[config.mk]
export PLATFORM = sky130hd
export DESIGN_NAME = irq_arbiter
export DESIGN_NICKNAME = d
export VERILOG_FILES = /design/src/rtl/irqarb_pkg.sv /design/src/rtl/prio_pick.sv /design/src/rtl/req_latch.sv /design/src/rtl/irq_arbiter.sv
export SDC_FILE = /design/constraint.sdc
export NUM_CORES = 1
export LEC_CHECK = 0
export BUFFER_PORTS_ARGS = -buffer_cell sky130_fd_sc_hd__buf_2
export CAP_MARGIN = 20
export CORE_MARGIN = 2
export CORE_UTILIZATION = 40
export CTS_CLUSTER_DIAMETER = 30
export DETAILED_ROUTE_END_ITERATION = 12
export SYNTH_ARGS = -nofsm -noshare
export SYNTH_HDL_FRONTEND = slang
export SYNTH_HIERARCHICAL = 1
export SYNTH_SLANG_ARGS = --single-unit
[constraint.sdc]
create_clock -name clk -period 10.66 [get_ports clk]
set_input_delay 0 -clock clk [delete_from_list [all_inputs] [get_ports clk]]
set_output_delay 0 -clock clk [all_outputs]
set_load 0.01 [all_outputs]
[src/rtl/irqarb_pkg.sv]
package irqarb_pkg;
    localparam int LINES = 8;

    typedef enum logic {
        ST_IDLE,
        ST_ASSERT
    } arb_state_t;

    localparam logic [1:0] SEL_MASK = 2'd0;
    localparam logic [1:0] SEL_MODE = 2'd1;
    localparam logic [1:0] SEL_EOI  = 2'd2;
endpackage

[src/rtl/prio_pick.sv]
// Finds the best-ranked set bit of vec; rank 0 is the line just after ptr.
module prio_pick #(
    parameter int N = 8,
    localparam int W = $clog2(N)
) (
    input  logic [N-1:0] vec,
    input  logic [W-1:0] ptr,
    output logic         any,
    output logic [W-1:0] idx,
    output logic [W-1:0] rank
);
    logic [W-1:0] cand;

    always_comb begin
        any  = 1'b0;
        idx  = '0;
        rank = '1;
        cand = '0;
        for (int r = N - 1; r >= 0; r--) begin
            cand = ptr + W'(1) + W'(r);
            if (vec[cand]) begin
                any  = 1'b1;
                idx  = cand;
                rank = W'(r);
            end
        end
    end
endmodule

[src/rtl/req_latch.sv]
module req_latch #(
    parameter int N = 8
) (
    input  logic         clk,
    input  logic         rst,
    input  logic [N-1:0] irq,
    input  logic [N-1:0] mask,
    input  logic         level_mode,
    input  logic [N-1:0] clr_vec,
    output logic [N-1:0] pend_q
);
    logic [N-1:0] prev_q;

    always_ff @(posedge clk) begin
        if (rst) begin
            prev_q <= '0;
            pend_q <= '0;
        end else begin
            prev_q <= irq;
            if (level_mode)
                pend_q <= irq & ~mask;
            else
                pend_q <= ((pend_q & ~clr_vec) | (irq & ~prev_q)) & ~mask;
        end
    end


    mask_gate_chk: assert property (@(posedge clk) disable iff (rst)
        (pend_q & $past(mask)) == '0);
endmodule

[src/rtl/irq_arbiter.sv]
module irq_arbiter
    import irqarb_pkg::*;
#(
    parameter int N_LINES = LINES,
    localparam int W = $clog2(N_LINES)
) (
    input  logic               clk,
    input  logic               rst,
    input  logic [N_LINES-1:0] irq_in,
    input  logic               wr_en,
    input  logic [1:0]         wr_sel,
    input  logic [N_LINES-1:0] wr_data,
    input  logic               ack,
    output logic               int_out,
    output logic [W-1:0]       win_id,
    output logic [N_LINES-1:0] pend_out,
    output logic [N_LINES-1:0] insvc_out
);
    arb_state_t         state_q, state_n;
    logic [N_LINES-1:0] mask_q, isr_q, pend_q, clr_vec;
    logic               level_q, rotate_q;
    logic [W-1:0]       ptr_q, eff_ptr;
    logic               p_any, s_any, win_valid, do_ack;
    logic [W-1:0]       p_idx, p_rank, s_idx, s_rank;
    logic               wr_mask, wr_mode, wr_eoi;

    assign wr_mask = wr_en && (wr_sel == SEL_MASK);
    assign wr_mode = wr_en && (wr_sel == SEL_MODE);
    assign wr_eoi  = wr_en && (wr_sel == SEL_EOI);
    assign eff_ptr = rotate_q ? ptr_q : W'(N_LINES - 1);

    req_latch #(.N(N_LINES)) u_latch (
        .clk(clk), .rst(rst), .irq(irq_in), .mask(mask_q),
        .level_mode(level_q), .clr_vec(clr_vec), .pend_q(pend_q)
    );

    prio_pick #(.N(N_LINES)) u_pend_pick (
        .vec(pend_q & ~mask_q), .ptr(eff_ptr),
        .any(p_any), .idx(p_idx), .rank(p_rank)
    );

    prio_pick #(.N(N_LINES)) u_svc_pick (
        .vec(isr_q), .ptr(eff_ptr),
        .any(s_any), .idx(s_idx), .rank(s_rank)
    );

    assign win_valid = p_any && (!s_any || (p_rank < s_rank));
    assign do_ack    = ack && (state_q == ST_ASSERT) && win_valid;
    assign clr_vec   = do_ack ? (N_LINES'(1) << p_idx) : '0;

    // Configuration and in-service registers
    always_ff @(posedge clk) begin
        if (rst) begin
            mask_q   <= '1;
            level_q  <= 1'b0;
            rotate_q <= 1'b0;
            ptr_q    <= W'(N_LINES - 1);
            isr_q    <= '0;
        end else begin
            if (wr_mask)
                mask_q <= wr_data;
            if (wr_mode) begin
                level_q  <= wr_data[0];
                rotate_q <= wr_data[1];
                ptr_q    <= W'(N_LINES - 1);
            end else if (wr_eoi && s_any && rotate_q) begin
                ptr_q <= s_idx;
            end
            isr_q <= (isr_q & ~((wr_eoi && s_any) ? (N_LINES'(1) << s_idx) : '0))
                     | clr_vec;
        end
    end

    // State register
    always_ff @(posedge clk) begin
        if (rst)
            state_q <= ST_IDLE;
        else
            state_q <= state_n;
    end

    // Transitions: TR_OFFER, TR_ACK, TR_WITHDRAW
    always_comb begin
        state_n = state_q;
        unique case (state_q)
            ST_IDLE:   if (win_valid) state_n = ST_ASSERT;
            ST_ASSERT: if (do_ack || !win_valid) state_n = ST_IDLE;
        endcase
    end

    // Outputs
    always_comb begin
        int_out   = (state_q == ST_ASSERT);
        win_id    = p_idx;
        pend_out  = pend_q;
        insvc_out = isr_q;
    end


    int_rise_chk: assert property (@(posedge clk) disable iff (rst)
        $rose(int_out) |-> $past(win_valid));


    ack_sets_insvc_chk: assert property (@(posedge clk) disable iff (rst)
        (ack && int_out && win_valid) |=> isr_q[$past(p_idx)]);


    nest_rank_chk: assert property (@(posedge clk) disable iff (rst)
        (int_out && win_valid) |-> !isr_q[p_idx]);


    eoi_clear_one_chk: assert property (@(posedge clk) disable iff (rst)
        (wr_eoi && s_any && !do_ack) |=>
            ($countones(isr_q) == $countones($past(isr_q)) - 1));
endmodule

==> results.cfg, run 1 <==
[placed_design]
place_congestion = 0.834
port_buffers = 41
pre_cts_ws_ps = 5930
hpwl_um = 6950

[yosys]
syn_inst = 429
synth_ff_type = dfxtp_1
synth.cell_area_um2 = 3830
ys_seq_area_frac = 0.199
synth.area.top_cells = dfxtp_1 20%, mux4_2 8.2%, mux2i_1 7.3%, nor2b_1 5.1%, nand2_1 3.7%
syn-num-nets = 457
ys.warnings.count = 6
yosysTopAreaCell = dfxtp_1
synth_xor_xnor_area_share = 0.0203
synth-edff-count = 0
synth_top_family_by_area = simple AND/OR/NAND/NOR gates
ys_types = 70
yosys.area_share.simple = 0.257
synth_fa_ha_area_frac = 0.0196
synth_compound_area_frac = 0.220
ys_ff_latch = 38
muxShareOfSynthArea = 0.224
ys_async_sr_fraction = 0
synth_top_cell_area_share = 0.199
avgSynthCellArea_um2 = 8.92

[floorplan]
chipWidth_um = 102
ioPinCount = 42
core_um2 = 9240
die_area_um2 = 10400
start_util = 0.414
die_h_um = 102
fp-row-count = 35

[sta]
slew_viol_final = 0
skew_ps = 2.37
hold_slack_ps = 84.3
max_freq_mhz = 210
finalSetupTns_ps = 0
fin_crit_sh = 0.446
slew_headroom = 0.348
period_needed_ps = 4760
setup_slack_ps = 5900
final_hold_viol_count = 0
worst_pin_slew_ps = 973
setup_viol = 0
grt_setup_unrepaired = no

[cts]
postCtsSetupBuffers = 0
post_cts_resized = 0
postCtsHoldBufs = 16
cts_tree = yes
clockBufferDepth = 2
clock_latency_ps = 290
clkTransAtPathRegs_ps = 70
cts_max_level = 2
clkSinkCount = 38
cts_root_buffer = clkbuf_8
numCtsBuffers = 5

[hold_path]
hp-class = in -> reg

[route]
first_pass_iters = 5
wl_per_cell_um = 16.2
vias = 3529
wl_um = 9740
drt_iter0_drc = 242
drc = 0
viasPerCell = 5.87
postRouteAntennaNets = 0

[worst_setup_path]
required_ps = 10810
critPathLaunchType = register
path_class = reg -> reg
crit_arrival_ps = 4900
critPathCaptureType = register
cp_max_fo = 62

[global_routing]
grt_overflow_total = 0
grt_max_degree = 63
grt_pass1_wl_um = 16200
grt_pass1_vias = 3305
gr-usage-all-layers = 0.192
grt_antenna_before_repair = 0

[power_and_ir_drop]
pwr-share-comb = 0.094
clock_power_share = 0.346
swShare = 0.229
p_int_uw = 205
p_leak_uw = 0.00188
p_sw_uw = 60.9
ir_drop_v = 0.0000857
seqPwrFrac = 0.561
p_per_area_nw_per_um2 = 62.3

[final_layout]
area_delta_synth_final_pct = 11.4
drive_above_1_share = 0.214
post-route-util = 0.461
diodes = 0
fin_nets = 500

[outcome]
status = finished, final reports clean

[run]
cap_violations = 0
==> cells by family (layout without fill, tap and decap cells) <==
family	Yosys count	after routing
AND/OR/NAND/NOR	175	175
AO/OA/AOI/OAI	113	113
multiplexers	60	60
flip-flops	38	38
buffers and inverters	33	76
adder cells (fa/ha/maj)	6	6
XOR/XNOR	4	4
==> synthesized netlist by cell type (3+ instances only) <==
library cell,n
mux4_2,14
o22ai_1,6
a211oi_1,6
mux2_2,4
nand3_1,12
o21ai_1,8
buf_2,9
or2_1,3
nand2b_1,21
nor2_1,26
nor4b_1,4
a211oi_2,3
a211o_1,8
and2_1,3
nand2_1,38
ha_1,6
nor3_1,13
buf_6,3
mux2_1,4
o21ai_0,13
o32ai_1,3
o21a_1,4
nor3_2,5
mux2i_1,28
inv_1,8
dfxtp_1,38
a22oi_1,9
nor2b_1,31
mux2_4,8
a21oi_1,19
buf_4,5
==> worst max-delay path, cell delays in order (launching register included) <==
cell      delay, ps
dfxtp_1         380
nand2b_2         90
buf_4           590
inv_1           280
ha_1            360
buf_4           330
mux4_2          390
nand2b_1        220
o21ai_1         190
nand2b_1        130
nor3_2          150
inv_1            70
ha_1            210
a211oi_2        310
o21ai_1         240
nor3_1          280
nor2_1           70
a22oi_1         210
nor3_1           60
==> stage by stage <==
step	total power, uW	std cells	cell area [um^2]
floorplan	165	429	3830
global placement	172	578	4030
finish	266	601	4260
CTS	268	601	4260
global route	277	601	4260
detailed placement	173	578	4030
==> path summary, 6_finish.rpt <==
| kind | startpoint | to | slack (ps) | depth (start not counted) |
|---|---|---|---|---|
| min | ack | int_out | 80 | 3 |
| min reg2reg | ptr_q[0] | ptr_q[0] | 460 | 2 |
| max | rotate_q | u_latch/pend_q[3] | 5900 | 18 |
| max reg2reg | rotate_q | u_latch/pend_q[3] | 5900 | 18 |
==> flip-flops by register name, indices dropped and copies added, names as in the netlist <==
name            cells
rotate_q            1
mask_q              8
int_out             1
u_latch/prev_q      8
ptr_q               3
level_q             1
u_latch/pend_q      8
insvc_out           8
==> layout by cell type, fill, tap and decap left out, types with 3 or more instances in the layout <==
cell type      count
a211o_1            8
a211oi_1           6
a211oi_2           3
a21oi_1           19
a22oi_1            9
and2_1             3
buf_2             41
buf_4              4
clkbuf_8           5
dfxtp_1           38
dlygate4sd3_1     16
ha_1               6
inv_1              8
mux2_1             4
mux2_2             4
mux2_4             8
mux2i_1           28
mux4_2            14
nand2_1           38
nand2b_1          20
nand3_1           12
nor2_1            26
nor2b_1           31
nor3_1            13
nor3_2             5
nor4b_1            4
o21a_1             4
o21ai_0           13
o21ai_1            8
o22ai_1            6
o32ai_1            3
or2_1              3
==> layout make-up <==
class	instances	area (um^2)
Fill cell	901	4980
Clock buffer	7	76.3
Sequential cell	38	761
Timing Repair Buffer	61	395
Multi-Input combinational cell	358	2840
Inverter	8	30.0
Tap cell	129	161
==> routing by layer <==
metal / GRT usage / vias up / share of wire
met3: 0.0159 / 9 / 0.041
met1: 0.272 / 1711 / 0.47
met2: 0.315 / 102 / 0.48
met4: 0.0509 / 0 / 0.0089
met5: 0 / - / 0
li1: - / 1707 / -
==> power by group through the flow <==
stage                     Combinational, uW  Clock (uW)  Sequential, uW
after CTS                              24.8        94.6             149
final                                  24.9        91.8             149
after global routing                   27.7         100             149
after floorplan                        13.8           0             151
after detailed placement               20.3           0             152
after global placement                 19.9           0             152
Note: power is estimated with default switching activity, not from simulation.
==> run 2, diff against run 1 <==
Clock period 10.66 ns to 4.4 ns, I/O delays scaled along.
==> run 2 against run 1 <==
Count of clock-buffer cells in the layout decreased by 1. Die area unchanged. Flip-flop and latch count unchanged.
==> results.cfg, run 2 (synthesis gave the netlist of run 1 again) <==
[outcome]
status = finished, final reports clean

[global_routing]
gr-usage-all-layers = 0.195
grt_overflow_total = 0
grt_max_degree = 42
grt_pass1_vias = 3268
grt_pass1_wl_um = 16300
grt_antenna_before_repair = 0

[sta]
max_freq_mhz = 252
grt_setup_unrepaired = no
final_hold_viol_count = 0
setup_viol = 0
finalSetupTns_ps = 0
skew_ps = 4.21
fin_crit_sh = 0.903
slew_headroom = 0.396
period_needed_ps = 3970
worst_pin_slew_ps = 902
slew_viol_final = 0

[placed_design]
port_buffers = 41
hpwl_um = 7470
dpl.cell_count = 584
place_area_um2 = 4070
place_congestion = 0.889

[route]
first_pass_iters = 5
drt_iter0_drc = 275
wl_um = 10000
wl_per_cell_um = 16.5
drc = 0
postRouteAntennaNets = 0
viasPerCell = 5.79
vias = 3523

[floorplan]
start_util = 0.414
die_area_um2 = 10400
fp-row-count = 35
core_um2 = 9240
ioPinCount = 42
die_h_um = 102
chipWidth_um = 102

[power_and_ir_drop]
finalPower_uw = 785
p_per_area_nw_per_um2 = 179
p_leak_uw = 0.00194
ir_drop_v = 0.000277

[final_layout]
post-route-util = 0.473
fin_nets = 506
nFillCells = 870
layout_common_cells = 41 x buf_2, 38 x nand2_1, 38 x dfxtp_1
final_common_cell = buf_2
final_cells = 608
multi_input_comb_area_um2 = 2840
area_delta_synth_final_pct = 14.3
diodes = 0
final_area_um2 = 4370
drive_above_1_share = 0.230
regArea_um2 = 761

[cts]
numCtsBuffers = 5
clockBufferDepth = 2
cts_max_level = 2
postCtsSetupBuffers = 0
post_cts_resized = 0
clkTransAtPathRegs_ps = 70
clkSinkCount = 38
clock_latency_ps = 290
cts_root_buffer = clkbuf_8
cts_tree = yes
postCtsHoldBufs = 16

[worst_setup_path]
r2r_start = rotate_q
crit_arrival_ps = 4120
cp-startpoint = rotate_q
required_ps = 4550
cp_slowest_stage_delay_ps = 490
slowest_stage = dfxtp_1
path_cells = nand2b_2 > inv_1 > ha_1 > mux4_2 > mux2_2 > a211oi_1 > inv_1 > ha_1 > a211oi_2 > o21ai_1 > nor3_1 > nor2_1 > a22oi_1 > nor3_1
cp_max_fo = 11
path_class = reg -> reg
critPathLaunchType = register
critPathCaptureType = register

[hold_path]
hold_start = ack
hp-class = in -> reg

[run]
cap_violations = 0
## run 2: cell types whose count changed in the layout (fill, tap and decap cells not counted)
cell       before  now
clkbuf_1        2    0
buf_4           4   10
bufinv_16       0    2
clkbuf_8        5    6
## run 2: worst max-delay path: cells and delay by family, from the launching register on
| kind | cells | cell delay (ps) |
|---|---|---|
| adder cells (fa/ha/maj) | 2 | 720 |
| AO/OA/AOI/OAI | 4 | 1000 |
| AND/OR/NAND/NOR | 4 | 540 |
| buffers and inverters | 2 | 280 |
| multiplexers | 2 | 800 |
| flip-flops | 1 | 490 |
## run 2: final timing paths
path,end,slack [ps],cells after the start
max reg2reg,u_latch/pend_q[3],430,14
min reg2reg,u_latch/pend_q[2],450,1
min,int_out,100,3
max,u_latch/pend_q[3],430,14
## run 2: metrics by stage
step                setup slack [ps]  hold WS, ps
finish                           426         96.7
global route                    45.7         86.9
CTS                              391         83.4
detailed placement               439          207
global placement                 497          201
floorplan                        601         71.6
## run 2: area by class of cell
class | instances | share of cell area
Clock inverter | 2 | 0.0137
Timing Repair Buffer | 67 | 0.101
Sequential cell | 38 | 0.174
Tap cell | 129 | 0.0369
Inverter | 8 | 0.00686
Multi-Input combinational cell | 358 | 0.649
Clock buffer | 6 | 0.0189
## run 2: where the power goes
group          switching [uW]  internal, uW  leakage, uW
clock network             122           242    0.0000714
registers                7.78           353     0.000310
logic                    26.8          33.6      0.00156
total                     156           629      0.00194
## run 2: routing by layer
layer / routed length, um / vias up / track usage
met5: 0 / - / 0
met4: 78 / 0 / 0.0509
met3: 322 / 6 / 0.0200
met2: 4960 / 86 / 0.326
met1: 4680 / 1707 / 0.269
li1: - / 1724 / -
